**src/rtl/pf_pkg.sv**
```systemverilog
package pf_pkg;
  localparam int PIX_W  = 24;
  localparam int HALF_W = PIX_W / 2;
  localparam int CFG_W  = 8;
  localparam int MF_W   = 3;
  localparam int CTL_W  = 2;

  typedef struct packed {
    logic              vld;
    logic              de;
    logic              hs;
    logic              vs;
    logic [CTL_W-1:0]  ctl;
    logic [PIX_W-1:0]  pix;
  } beat_t;

  typedef struct packed {
    logic [CTL_W-1:0] ctl;
    logic [MF_W-1:0]  dk;
    logic [MF_W-1:0]  addr;
  } strap_t;

  // the first-captured half is the low half of the pixel
  function automatic logic [PIX_W-1:0] join_halves(
    input logic [HALF_W-1:0] first_half,
    input logic [HALF_W-1:0] second_half);
    return {second_half, first_half};
  endfunction

  function automatic strap_t decode_strap(
    input logic            ser,
    input logic            dsk,
    input logic [MF_W-1:0] mf);
    strap_t s;
    s = '0;
    if (ser)      s.addr = mf;
    else if (dsk) s.dk   = mf;
    else          s.ctl  = mf[CTL_W-1:0];
    return s;
  endfunction

  // blanking replaces the pixel; active video silences the control bits
  function automatic beat_t shape_output(input beat_t b);
    beat_t o;
    o = b;
    if (b.de) o.ctl = '0;
    else      o.pix = '0;
    return o;
  endfunction
endpackage

```
**src/rtl/pf_strap_decode.sv**
```systemverilog
module pf_strap_decode
  import pf_pkg::*;
(
  input  logic            serial_en,
  input  logic            deskew_en,
  input  logic [MF_W-1:0] mf_in,
  output logic [CTL_W-1:0] ctl,
  output logic [MF_W-1:0]  dk,
  output logic [MF_W-1:0]  addr
);
  strap_t dec;

  always_comb begin
    dec  = decode_strap(serial_en, deskew_en, mf_in);
    ctl  = dec.ctl;
    dk   = dec.dk;
    addr = dec.addr;
  end
endmodule

```
**src/rtl/pf_capture.sv**
```systemverilog
module pf_capture
  import pf_pkg::*;
(
  input  logic              clk,
  input  logic              rst_n,
  input  logic              wide_mode,
  input  logic [PIX_W-1:0]  data_in,
  input  logic              de_in,
  input  logic              hs_in,
  input  logic              vs_in,
  input  logic [CTL_W-1:0]  ctl_in,
  output beat_t             beat,
  output logic [CFG_W-1:0]  cfg
);
  logic [HALF_W-1:0] lo_q;
  logic [HALF_W-1:0] hi_wide_q;
  logic [HALF_W-1:0] hi_fall_q;
  logic              wide_q;
  logic              vld_q, de_q, hs_q, vs_q;
  logic [CTL_W-1:0]  ctl_q;
  logic [CFG_W-1:0]  cfg_q;
  logic [HALF_W-1:0] hi_sel;
  logic              cfg_load;

  assign cfg_load = !wide_mode;

  always_ff @(posedge clk) begin
    if (!rst_n) begin
      lo_q      <= '0;
      hi_wide_q <= '0;
      wide_q    <= 1'b0;
      vld_q     <= 1'b0;
      de_q      <= 1'b0;
      hs_q      <= 1'b0;
      vs_q      <= 1'b0;
      ctl_q     <= '0;
      cfg_q     <= '0;
    end else begin
      lo_q      <= data_in[HALF_W-1:0];
      hi_wide_q <= data_in[PIX_W-1:HALF_W];
      wide_q    <= wide_mode;
      vld_q     <= 1'b1;
      de_q      <= de_in;
      hs_q      <= hs_in;
      vs_q      <= vs_in;
      ctl_q     <= ctl_in;
      if (cfg_load) cfg_q <= data_in[PIX_W-1:PIX_W-CFG_W];
    end
  end

  // second half of a narrow-format pixel arrives on the falling edge
  always_ff @(negedge clk) begin
    if (!rst_n) hi_fall_q <= '0;
    else        hi_fall_q <= data_in[HALF_W-1:0];
  end

  assign hi_sel = wide_q ? hi_wide_q : hi_fall_q;

  always_comb begin
    beat.vld = vld_q;
    beat.de  = de_q;
    beat.hs  = hs_q;
    beat.vs  = vs_q;
    beat.ctl = ctl_q;
    beat.pix = join_halves(lo_q, hi_sel);
  end

  assign cfg = cfg_q;

  // narrow format loads the top input byte into the configuration byte
  a_r3_cfg_follow: assert property (@(posedge clk) disable iff (!rst_n)
    ($past(rst_n) && !$past(wide_mode)) |-> (cfg == $past(data_in[PIX_W-1:PIX_W-CFG_W])));

  // wide format leaves the configuration byte alone
  a_r3_cfg_hold_wide: assert property (@(posedge clk) disable iff (!rst_n)
    ($past(rst_n) && $past(wide_mode)) |-> $stable(cfg));
endmodule

```
**src/rtl/pf_deskew.sv**
```systemverilog
module pf_deskew
  import pf_pkg::*;
#(
  parameter int SEL_W = 3,
  localparam int NTAP = 1 << SEL_W
) (
  input  logic             clk,
  input  logic             rst_n,
  input  beat_t            beat_in,
  input  logic [SEL_W-1:0] sel,
  output beat_t            beat_out
);
  beat_t taps [NTAP];

  assign taps[0] = beat_in;

  generate
    if (NTAP > 1) begin : g_line
      beat_t line_q [1:NTAP-1];
      always_ff @(posedge clk) begin
        if (!rst_n) begin
          for (int k = 1; k < NTAP; k++) line_q[k] <= '0;
        end else begin
          line_q[1] <= beat_in;
          for (int k = 2; k < NTAP; k++) line_q[k] <= line_q[k-1];
        end
      end
      for (genvar g = 1; g < NTAP; g++) begin : g_tap
        assign taps[g] = line_q[g];
      end
    end
  endgenerate

  assign beat_out = taps[sel];
endmodule

```
**src/rtl/pixfmt_top.sv**
```systemverilog
module pixfmt_top
  import pf_pkg::*;
(
  input  logic              clk,
  input  logic              rst_n,
  input  logic              wide_mode,
  input  logic              serial_en,
  input  logic              deskew_en,
  input  logic [PIX_W-1:0]  data_in,
  input  logic              de_in,
  input  logic              hs_in,
  input  logic              vs_in,
  input  logic [MF_W-1:0]   mf_in,
  output logic [PIX_W-1:0]  pix_out,
  output logic              de_out,
  output logic              hs_out,
  output logic              vs_out,
  output logic [CTL_W-1:0]  ctl_out,
  output logic              vld_out,
  output logic [CFG_W-1:0]  cfg_byte,
  output logic [MF_W-1:0]   addr_lsb,
  output logic [MF_W-1:0]   dk_code
);
  logic [CTL_W-1:0] strap_ctl;
  logic [MF_W-1:0]  strap_dk;
  logic [MF_W-1:0]  strap_addr;
  beat_t            cap_beat;
  beat_t            tap_beat;
  beat_t            shaped;
  beat_t            out_q;

  pf_strap_decode u_dec (
    .serial_en (serial_en),
    .deskew_en (deskew_en),
    .mf_in     (mf_in),
    .ctl       (strap_ctl),
    .dk        (strap_dk),
    .addr      (strap_addr)
  );

  pf_capture u_cap (
    .clk       (clk),
    .rst_n     (rst_n),
    .wide_mode (wide_mode),
    .data_in   (data_in),
    .de_in     (de_in),
    .hs_in     (hs_in),
    .vs_in     (vs_in),
    .ctl_in    (strap_ctl),
    .beat      (cap_beat),
    .cfg       (cfg_byte)
  );

  pf_deskew #(.SEL_W(MF_W)) u_dsk (
    .clk      (clk),
    .rst_n    (rst_n),
    .beat_in  (cap_beat),
    .sel      (strap_dk),
    .beat_out (tap_beat)
  );

  assign shaped = shape_output(tap_beat);

  always_ff @(posedge clk) begin
    if (!rst_n) out_q <= '0;
    else        out_q <= shaped;
  end

  assign pix_out  = out_q.pix;
  assign de_out   = out_q.de;
  assign hs_out   = out_q.hs;
  assign vs_out   = out_q.vs;
  assign ctl_out  = out_q.ctl;
  assign vld_out  = out_q.vld;
  assign addr_lsb = strap_addr;
  assign dk_code  = strap_dk;

  // control bits are silent during active video
  a_r4_ctl_quiet_active: assert property (@(posedge clk) disable iff (!rst_n)
    de_out |-> (ctl_out == '0));

  // serial-bus strap keeps the captured control bits at zero
  a_r7_serial_ctl_zero: assert property (@(posedge clk) disable iff (!rst_n)
    ($past(rst_n) && $past(serial_en)) |-> (cap_beat.ctl == '0));

  // once valid, the strobe stays high
  a_r8_vld_sticky: assert property (@(posedge clk) disable iff (!rst_n)
    vld_out |=> vld_out);

  // reset leaves the output cleared
  a_r9_reset_clear: assert property (@(posedge clk)
    !rst_n |=> (pix_out == '0 && !vld_out && cfg_byte == '0 && ctl_out == '0));
endmodule

```
**config.mk**
```make
export PLATFORM = sky130hd
export DESIGN_NAME = pixfmt_top
export DESIGN_NICKNAME = d
export VERILOG_FILES = /design/src/rtl/pf_pkg.sv /design/src/rtl/pf_strap_decode.sv /design/src/rtl/pf_capture.sv /design/src/rtl/pf_deskew.sv /design/src/rtl/pixfmt_top.sv
export SDC_FILE = /design/constraint.sdc
export NUM_CORES = 1
export LEC_CHECK = 0
export ABC_AREA = 1
export CAP_MARGIN = 20
export CORE_ASPECT_RATIO = 1.25
export CORE_MARGIN = 4
export CORE_UTILIZATION = 55
export CTS_CLUSTER_DIAMETER = 40
export CTS_CLUSTER_SIZE = 14
export DETAILED_ROUTE_END_ITERATION = 10
export DONT_BUFFER_PORTS = 1
export PLACE_DENSITY = 0.7
export SKIP_LAST_GASP = 1
export SLEW_MARGIN = 15
export SYNTH_ARGS = -nofsm -noshare
export SYNTH_HDL_FRONTEND = slang
export SYNTH_SLANG_ARGS = --single-unit
```
**constraint.sdc**
```tcl
create_clock -name clk -period 2.45 [get_ports clk]
set_input_delay 0.245 -clock clk [delete_from_list [all_inputs] [get_ports clk]]
set_output_delay 0.245 -clock clk [all_outputs]
set_load 0.01 [all_outputs]
```
==> results of run 1 <==
cell usage in the layout (no fill, tap or decap), drive strengths merged:
cell type	synthesis	layout
dfxtp	291	291
a21oi	15	15
nand4	2	2
clkbuf	35	40
dlygate4sd3	0	132
nand3	85	85
o22ai	8	8
diode	0	1
nand2	455	455
o21ai	65	65
clkinv	1	10
buf	40	16
clkinvlp	0	5
nor2	169	169
inv	282	296
bufinv	0	4
cell type report:
type,count,share of cell area
inverters,282,0.0806
clock buffers,40,0.0689
clock inverters,33,0.0214
flip-flops and latches,291,0.444
diodes,1,0.000191
multi-input cells,799,0.251
repair buffers,148,0.112
well taps,232,0.0221
layer usage:
metal	routed length [µm]	share of wire	vias up	GRT usage
met3	1510	0.057	109	0.0457
met2	12600	0.47	296	0.429
met4	1850	0.069	0	0.168
met1	10800	0.40	4091	0.290
li1	-	-	4460	-
met5	0	0	-	0
power by group:
group	switching (mW)	internal, mW	leakage, nW
clock network	2.01	3.12	0.614
logic	0.378	0.239	4.10
registers	0.0842	4.86	2.37
total	2.48	8.22	7.08
cells by family after synthesis:
kind of cell    share of synthesized area
flops                               0.554
buf+inv                             0.135
compound gates                     0.0428
simple gates                        0.269
final timing paths:
kind | startpoint | end | slack (ns)
setup / recovery | u_cap.hi_fall_q[11] | pix_out[23] | 0.20
hold / removal | rst_n | ctl_out[1] | 0.03
setup reg to reg | u_cap.hi_fall_q[11] | pix_out[23] | 0.20
hold reg to reg | u_dsk.g_line.line_q[6][9] | u_dsk.g_line.line_q[7][9] | 0.42
registers in the layout, indices dropped and copies added (netlist names), 2 cells and up:
register / cells
u_cap.hi_fall_q: 12
pix_out: 24
u_cap.lo_q: 12
u_cap.ctl_q: 2
u_cap.cfg: 8
u_cap.hi_wide_q: 12
ctl_out: 2
u_dsk.g_line.line_q: 210
==> report_table.html, run 1 <==
<table>
<tr><th>Metric</th><th>Value</th></tr>
<tr><th colspan="2">Detailed routing</th></tr>
<tr><td>Average wire length per cell after detail routing</td><td>14.6 µm</td></tr>
<tr><td>Number of DRC markers in iteration 0</td><td>796</td></tr>
<tr><td>Via count normalized by instance count</td><td>4.90</td></tr>
<tr><td>DRT Wirelength</td><td>26.7 mm</td></tr>
<tr><td>Number of remaining DRC errors</td><td>0</td></tr>
<tr><td>Number of vias after detailed routing</td><td>8956</td></tr>
<tr><td>Detailed Routing Iterations Pass 1</td><td>5</td></tr>
<tr><td>Routed Antenna Nets</td><td>0</td></tr>
<tr><th colspan="2">Placed design</th></tr>
<tr><td>Post-detailed-placement cell area</td><td>10600 µm²</td></tr>
<tr><td>Placed wire-length estimate</td><td>14.2 mm</td></tr>
<tr><td>IO Port Bufs</td><td>0</td></tr>
<tr><td>Global placer's final weighted congestion</td><td>0.793</td></tr>
<tr><td>Placed cells</td><td>1620</td></tr>
<tr><td>Setup slack at placement</td><td>0.259 ns</td></tr>
<tr><th colspan="2">Hold path</th></tr>
<tr><td>Hold crit path type</td><td>input port to register</td></tr>
<tr><td>Worst hold path cell count</td><td>2</td></tr>
<tr><th colspan="2">Critical path</th></tr>
<tr><td>Bufs and invs on worst path</td><td>0</td></tr>
<tr><td>Data required, critical path</td><td>2.83 ns</td></tr>
<tr><td>Number of cells traversed by the worst register-to-register path</td><td>6</td></tr>
<tr><td>Most used cell, CP</td><td>sky130_fd_sc_hd__nand2_1</td></tr>
<tr><td>Slowest CP cell</td><td>sky130_fd_sc_hd__dfxtp_1</td></tr>
<tr><td>Worst path top cell family by delay</td><td>compound AO/OA/AOI/OAI gates</td></tr>
<tr><td>Data arrival, critical path</td><td>2.62 ns</td></tr>
<tr><td>Delay contributed by the slowest stage of the critical path</td><td>0.29 ns</td></tr>
<tr><td>Sort of element at the start of the critical path</td><td>register</td></tr>
<tr><td>Critical path depth</td><td>6</td></tr>
<tr><td>Kind of critical path</td><td>register to register</td></tr>
<tr><td>Chain of cells forming the critical path</td><td>o21ai_0, o21ai_1, nand2_1, nand2_1, nand2_1, nor2_1</td></tr>
<tr><td>Crit Path Max Fanout</td><td>2</td></tr>
<tr><td>Nature of the critical path endpoint</td><td>register</td></tr>
<tr><th colspan="2">Yosys</th></tr>
<tr><td>Number of enable flip-flop cells after synthesis</td><td>0</td></tr>
<tr><td>Fraction of synthesis flops using an asynchronous set or reset pin</td><td>0</td></tr>
<tr><td>Cell with the most instances after synthesis</td><td>sky130_fd_sc_hd__nand2_1</td></tr>
<tr><td>Syn Std Cell Area</td><td>10500 µm²</td></tr>
<tr><td>FF+latch count, synth</td><td>291</td></tr>
<tr><td>Average cell area after synthesis</td><td>7.27 µm²</td></tr>
<tr><td>Top cell type's share of synthesized area</td><td>0.554</td></tr>
<tr><td>Leading post-synthesis cells by cell area</td><td>sky130_fd_sc_hd__dfxtp_1 (55%), sky130_fd_sc_hd__nand2_1 (16%), sky130_fd_sc_hd__inv_1 (10%)</td></tr>
<tr><td>Synthesis warning total</td><td>0</td></tr>
<tr><td>Dominant register cell in the synthesized netlist</td><td>sky130_fd_sc_hd__dfxtp_1</td></tr>
<tr><td>Biggest area consumer among synthesized cells</td><td>sky130_fd_sc_hd__dfxtp_1</td></tr>
<tr><td>Number of standard cells after synthesis</td><td>1448</td></tr>
<tr><td>Top cell types by occurrence after synthesis</td><td>sky130_fd_sc_hd__nand2_1 (454), sky130_fd_sc_hd__dfxtp_1 (291), sky130_fd_sc_hd__inv_1 (279)</td></tr>
<tr><td>Register area share after synthesis</td><td>0.554</td></tr>
<tr><td>Net count after synthesis</td><td>1483</td></tr>
<tr><td>Yosys cell types</td><td>20</td></tr>
<tr><th colspan="2">Layout</th></tr>
<tr><td>Register cell area after layout</td><td>5830 µm²</td></tr>
<tr><td>Fraction of layout instances using a drive strength above 1</td><td>0.0578</td></tr>
<tr><td>Final core utilization</td><td>0.699</td></tr>
<tr><td>Relative area change from synthesis to final layout</td><td>24.8%</td></tr>
<tr><td>Final std cell area, no fill</td><td>13100 µm²</td></tr>
<tr><td>Number of fill cells</td><td>1408</td></tr>
<tr><td>Non-filler instance count after layout</td><td>1826</td></tr>
<tr><td>Count of nets after finishing</td><td>1603</td></tr>
<tr><td>Multi-input combinational cell area</td><td>3290 µm²</td></tr>
<tr><th colspan="2">Floorplanning</th></tr>
<tr><td>Total die area</td><td>21400 µm²</td></tr>
<tr><td>Floorplan die height</td><td>163 µm</td></tr>
<tr><td>X dimension of the die</td><td>132 µm</td></tr>
<tr><td>Effective utilization at floorplan</td><td>0.560</td></tr>
<tr><td>Number of cell rows</td><td>56</td></tr>
<tr><td>Count of pins on the block boundary</td><td>79</td></tr>
<tr><td>Core Region</td><td>18800 µm²</td></tr>
<tr><th colspan="2">STA</th></tr>
<tr><td>Setup violations, final</td><td>0</td></tr>
<tr><td>Number of endpoints with negative hold slack in the final report</td><td>0</td></tr>
<tr><td>Setup TNS Final</td><td>0 ns</td></tr>
<tr><td>Final setup margin</td><td>0.204 ns</td></tr>
<tr><td>Slew @ Worst Pin</td><td>0.575 ns</td></tr>
<tr><td>Fin Clk Skew</td><td>0.0714 ns</td></tr>
<tr><td>Max Slew Vio Count</td><td>0</td></tr>
<tr><td>Relative slew slack</td><td>0.617</td></tr>
<tr><td>RSZ-0062 raised after global routing</td><td>no</td></tr>
<tr><td>Final hold slack</td><td>0.0340 ns</td></tr>
<tr><th colspan="2">Pwr</th></tr>
<tr><td>Overall power consumption</td><td>10.7 mW</td></tr>
<tr><td>Power density relative to cell area</td><td>815 nW/µm²</td></tr>
<tr><td>IR Drop Worst-Case VDD</td><td>0.000647 V</td></tr>
<tr><td>Standby leakage power</td><td>7.08 nW</td></tr>
<tr><th colspan="2">CTS</th></tr>
<tr><td>Number of clock sinks</td><td>291</td></tr>
<tr><td>Inserted Clock Buffers</td><td>34</td></tr>
<tr><td>Resized cells post-CTS</td><td>0</td></tr>
<tr><td>Clock network latency to the later pin of the worst-skew pair</td><td>0.57 ns</td></tr>
<tr><td>Buffers inserted by post-CTS timing repair</td><td>0</td></tr>
<tr><td>Quantity of hold-fixing buffers added after cts</td><td>133</td></tr>
<tr><td>Clock tree from TritonCTS</td><td>built</td></tr>
<tr><td>Level count of the clock H-tree</td><td>2</td></tr>
<tr><td>Library cell used as clock root buffer</td><td>sky130_fd_sc_hd__clkbuf_16</td></tr>
<tr><td>Max Buffers Root-to-Sink</td><td>3</td></tr>
<tr><td>Clock-pin transition on the worst setup and hold timing paths</td><td>0.06 ns</td></tr>
<tr><th colspan="2">Global routing</th></tr>
<tr><td>Global-route usage over all layers</td><td>0.252</td></tr>
<tr><td>GRT overflow</td><td>0</td></tr>
<tr><td>Maximum number of pins on one net before global-route repair</td><td>132</td></tr>
<tr><td>Initial antenna violation count</td><td>1</td></tr>
<tr><td>Wire length of the first global-routing pass</td><td>43.4 mm</td></tr>
<tr><td>Number of global-route vias before repair</td><td>8778</td></tr>
<tr><th colspan="2">Job</th></tr>
<tr><td>Max-cap violation count</td><td>0</td></tr>
<tr><th colspan="2">Run status</th></tr>
<tr><td>Run status</td><td>finished, final reports clean</td></tr>
</table>
Note: power is estimated with default switching activity, not from simulation.
==> run 2: changes to the inputs <==
--- a/config.mk
+++ b/config.mk
@@ -14,7 +14,7 @@
 export CTS_CLUSTER_SIZE = 14
 export DETAILED_ROUTE_END_ITERATION = 10
 export DONT_BUFFER_PORTS = 1
-export PLACE_DENSITY = 0.7
+export PLACE_DENSITY = 0.67
 export SKIP_LAST_GASP = 1
 export SLEW_MARGIN = 15
 export SYNTH_ARGS = -nofsm -noshare
==> run 2 against run 1 <==
Worst hold slack better by 0.023 ns. Highest routed layer unchanged. Clock power rose by 1%. Non-clock buffer count down 1. Critical endpoint is now pix_out[19].
==> report_table.html, run 2 (same netlist as run 1, synthesis figures left out) <==
<table>
<tr><th>Metric</th><th>Value</th></tr>
<tr><th colspan="2">Critical path</th></tr>
<tr><td>Crit Path Max Fanout</td><td>2 (unchanged)</td></tr>
<tr><td>Kind of critical path</td><td>register to register</td></tr>
<tr><td>Slowest CP cell</td><td>sky130_fd_sc_hd__dfxtp_1</td></tr>
<tr><td>Data arrival, critical path</td><td>2.63 ns (about the same)</td></tr>
<tr><td>Nature of the critical path endpoint</td><td>register</td></tr>
<tr><td>Number of cells traversed by the worst register-to-register path</td><td>6 (unchanged)</td></tr>
<tr><td>Sort of element at the start of the critical path</td><td>register</td></tr>
<tr><td>Delay contributed by the slowest stage of the critical path</td><td>0.30 ns (about the same)</td></tr>
<tr><td>Data required, critical path</td><td>2.84 ns (about the same)</td></tr>
<tr><td>RR Startpoint</td><td>u_cap.hi_fall_q[7]</td></tr>
<tr><td>Most used cell, CP</td><td>sky130_fd_sc_hd__nand2_1</td></tr>
<tr><td>Chain of cells forming the critical path</td><td>o21ai_0, o21ai_0, nand2_1, nand2_1, nand2_1, nor2_2</td></tr>
<tr><td>Critical path origin</td><td>u_cap.hi_fall_q[7]</td></tr>
<tr><th colspan="2">Placed design</th></tr>
<tr><td>Placed cells</td><td>1619 (-0.062%)</td></tr>
<tr><td>Global placer's final weighted congestion</td><td>0.793 (unchanged)</td></tr>
<tr><td>Placed wire-length estimate</td><td>14.1 mm (-0.52%)</td></tr>
<tr><td>Post-detailed-placement cell area</td><td>10600 µm² (about the same)</td></tr>
<tr><td>IO Port Bufs</td><td>0 (unchanged)</td></tr>
<tr><th colspan="2">Layout</th></tr>
<tr><td>Final std cell area, no fill</td><td>13100 µm² (+0.13%)</td></tr>
<tr><td>Max reg flops</td><td>210 (unchanged)</td></tr>
<tr><td>Non-filler instance count after layout</td><td>1823 (-0.16%)</td></tr>
<tr><td>Number of fill cells</td><td>1438 (+2.1%)</td></tr>
<tr><td>Relative area change from synthesis to final layout</td><td>24.9%</td></tr>
<tr><td>Most used cells in the layout excluding fill and tap cells</td><td>sky130_fd_sc_hd__nand2_1 (454), sky130_fd_sc_hd__dfxtp_1 (291), sky130_fd_sc_hd__inv_1 (290)</td></tr>
<tr><td>Most common library cell in the layout ignoring fill and taps</td><td>sky130_fd_sc_hd__nand2_1</td></tr>
<tr><td>Most flops, register</td><td>u_dsk.g_line.line_q</td></tr>
<tr><td>Count of nets after finishing</td><td>1602 (-0.062%)</td></tr>
<tr><td>Diode insertion count for antenna repair</td><td>0 (-1)</td></tr>
<tr><td>Fraction of layout instances using a drive strength above 1</td><td>0.0566 (-0.00118)</td></tr>
<tr><th colspan="2">Global routing</th></tr>
<tr><td>Wire length of the first global-routing pass</td><td>44.0 mm (+1.3%)</td></tr>
<tr><td>Number of global-route vias before repair</td><td>8784 (+0.068%)</td></tr>
<tr><td>Maximum number of pins on one net before global-route repair</td><td>132 (unchanged)</td></tr>
<tr><td>GRT overflow</td><td>0 (unchanged)</td></tr>
<tr><td>Global-route usage over all layers</td><td>0.254 (+0.00292)</td></tr>
<tr><td>Initial antenna violation count</td><td>0 (-1)</td></tr>
<tr><th colspan="2">Pwr</th></tr>
<tr><td>Power density relative to cell area</td><td>818 nW/µm² (+0.38%)</td></tr>
<tr><td>Standby leakage power</td><td>7.11 nW (+0.34%)</td></tr>
<tr><td>IR Drop Worst-Case VDD</td><td>0.000720 V (+11%)</td></tr>
<tr><th colspan="2">STA</th></tr>
<tr><td>Max Slew Vio Count</td><td>0 (unchanged)</td></tr>
<tr><td>Setup violations, final</td><td>0 (unchanged)</td></tr>
<tr><td>Relative slew slack</td><td>0.611 (-0.00578)</td></tr>
<tr><td>Setup TNS Final</td><td>0 ns (unchanged)</td></tr>
<tr><td>Number of endpoints with negative hold slack in the final report</td><td>0 (unchanged)</td></tr>
<tr><td>Fin Clk Skew</td><td>0.0777 ns (+0.00626 ns)</td></tr>
<tr><td>RSZ-0062 raised after global routing</td><td>no</td></tr>
<tr><td>Slew @ Worst Pin</td><td>0.583 ns (+0.00787 ns)</td></tr>
<tr><th colspan="2">Hold path</th></tr>
<tr><td>Hold crit path type</td><td>input port to register</td></tr>
<tr><td>Worst Min Path Start</td><td>rst_n</td></tr>
<tr><td>Worst hold path cell count</td><td>2 (unchanged)</td></tr>
<tr><th colspan="2">CTS</th></tr>
<tr><td>Inserted Clock Buffers</td><td>34 (unchanged)</td></tr>
<tr><td>Clock tree from TritonCTS</td><td>built</td></tr>
<tr><td>Number of clock sinks</td><td>291 (unchanged)</td></tr>
<tr><td>Max Buffers Root-to-Sink</td><td>3 (unchanged)</td></tr>
<tr><td>Clock network latency to the later pin of the worst-skew pair</td><td>0.56 ns (about the same)</td></tr>
<tr><td>Quantity of hold-fixing buffers added after cts</td><td>133 (unchanged)</td></tr>
<tr><td>Resized cells post-CTS</td><td>0 (unchanged)</td></tr>
<tr><td>Library cell used as clock root buffer</td><td>sky130_fd_sc_hd__clkbuf_16</td></tr>
<tr><td>Clock-pin transition on the worst setup and hold timing paths</td><td>0.06 ns (about the same)</td></tr>
<tr><td>Buffers inserted by post-CTS timing repair</td><td>0 (unchanged)</td></tr>
<tr><td>Level count of the clock H-tree</td><td>2 (unchanged)</td></tr>
<tr><th colspan="2">Job</th></tr>
<tr><td>Max-cap violation count</td><td>0 (unchanged)</td></tr>
<tr><th colspan="2">Floorplanning</th></tr>
<tr><td>Number of cell rows</td><td>56 (unchanged)</td></tr>
<tr><td>Floorplan die height</td><td>163 µm (unchanged)</td></tr>
<tr><td>X dimension of the die</td><td>132 µm (unchanged)</td></tr>
<tr><td>Total die area</td><td>21400 µm² (unchanged)</td></tr>
<tr><td>Count of pins on the block boundary</td><td>79 (unchanged)</td></tr>
<tr><td>Core Region</td><td>18800 µm² (unchanged)</td></tr>
<tr><td>Effective utilization at floorplan</td><td>0.560 (unchanged)</td></tr>
<tr><th colspan="2">Detailed routing</th></tr>
<tr><td>DRT Wirelength</td><td>26.6 mm (-0.55%)</td></tr>
<tr><td>Detailed Routing Iterations Pass 1</td><td>4 (-1)</td></tr>
<tr><td>Routed Antenna Nets</td><td>0 (unchanged)</td></tr>
<tr><td>Number of DRC markers in iteration 0</td><td>573 (-28%)</td></tr>
<tr><td>Number of vias after detailed routing</td><td>8840 (-1.3%)</td></tr>
<tr><td>Number of remaining DRC errors</td><td>0 (unchanged)</td></tr>
<tr><td>Via count normalized by instance count</td><td>4.85 (-1.1%)</td></tr>
<tr><td>Average wire length per cell after detail routing</td><td>14.6 µm (-0.39%)</td></tr>
<tr><th colspan="2">Run status</th></tr>
<tr><td>Run status</td><td>finished, final reports clean</td></tr>
</table>
## run 2: cell types whose count changed in the layout (fill, tap and decap cells not counted), moves of 2 or more
| cell | before | now |
|---|---|---|
| sky130_fd_sc_hd__clkbuf_8 | 1 | 4 |
| sky130_fd_sc_hd__buf_4 | 14 | 12 |
| sky130_fd_sc_hd__clkbuf_1 | 4 | 2 |
| sky130_fd_sc_hd__clkinv_1 | 1 | 3 |
| sky130_fd_sc_hd__clkinvlp_2 | 2 | 0 |
| sky130_fd_sc_hd__clkinvlp_4 | 3 | 1 |
## run 2: power breakdown
part | switching [mW] | leakage (nW) | internal (mW)
Clock | 2.00 | 0.636 | 3.19
Sequential | 0.0856 | 2.37 | 4.86
Combinational | 0.375 | 4.10 | 0.239
## run 2: routing by layer
layer / vias up / part of all wire / track usage / routed length, µm
li1: 4468 / - / - / -
met1: 4100 / 0.41 / 0.296 / 10800
met2: 192 / 0.50 / 0.446 / 13200
met3: 80 / 0.037 / 0.0396 / 992
met4: 0 / 0.056 / 0.149 / 1500
met5: - / 0 / 0 / 0
## run 2: through the flow
| stage | hold slack, ns | worst slack (ns) | total power [mW] | utilization |
|---|---|---|---|---|
| after detailed placement | 0.287 | 0.290 | 5.56 | 0.564 |
| final | 0.0570 | 0.207 | 10.8 | 0.700 |
| after global routing | 0.0454 | 0.0967 | 11.2 | 0.700 |
| after CTS | 0.0146 | 0.222 | 10.8 | 0.700 |
| after global placement | 0.288 | 0.335 | 5.55 | 0.564 |
| after floorplan | 0.273 | 0.0922 | 5.48 | - |
## run 2: critical path: cells and delay by family (launching register included)
family | cells | cell delay [ns]
AO/OA/AOI/OAI | 2 | 0.32
flip-flops | 1 | 0.30
AND/OR/NAND/NOR | 4 | 0.23
## run 2: worst paths after layout
kind                                     end  slack (ns)
setup / recovery                 pix_out[19]        0.21
hold / removal                    ctl_out[1]        0.06
setup reg to reg                 pix_out[19]        0.21
hold reg to reg   u_dsk.g_line.line_q[6][13]        0.41
## run 2: layout make-up
class	instances	area [µm²]	share of cell area
clock inverter	31	263	0.0200
inverter	282	1060	0.0805
timing repair buffer	147	1480	0.113
multi-input combinational	799	3290	0.250
sequential	291	5830	0.443
clock buffer	41	938	0.0714
tap	232	290	0.0221
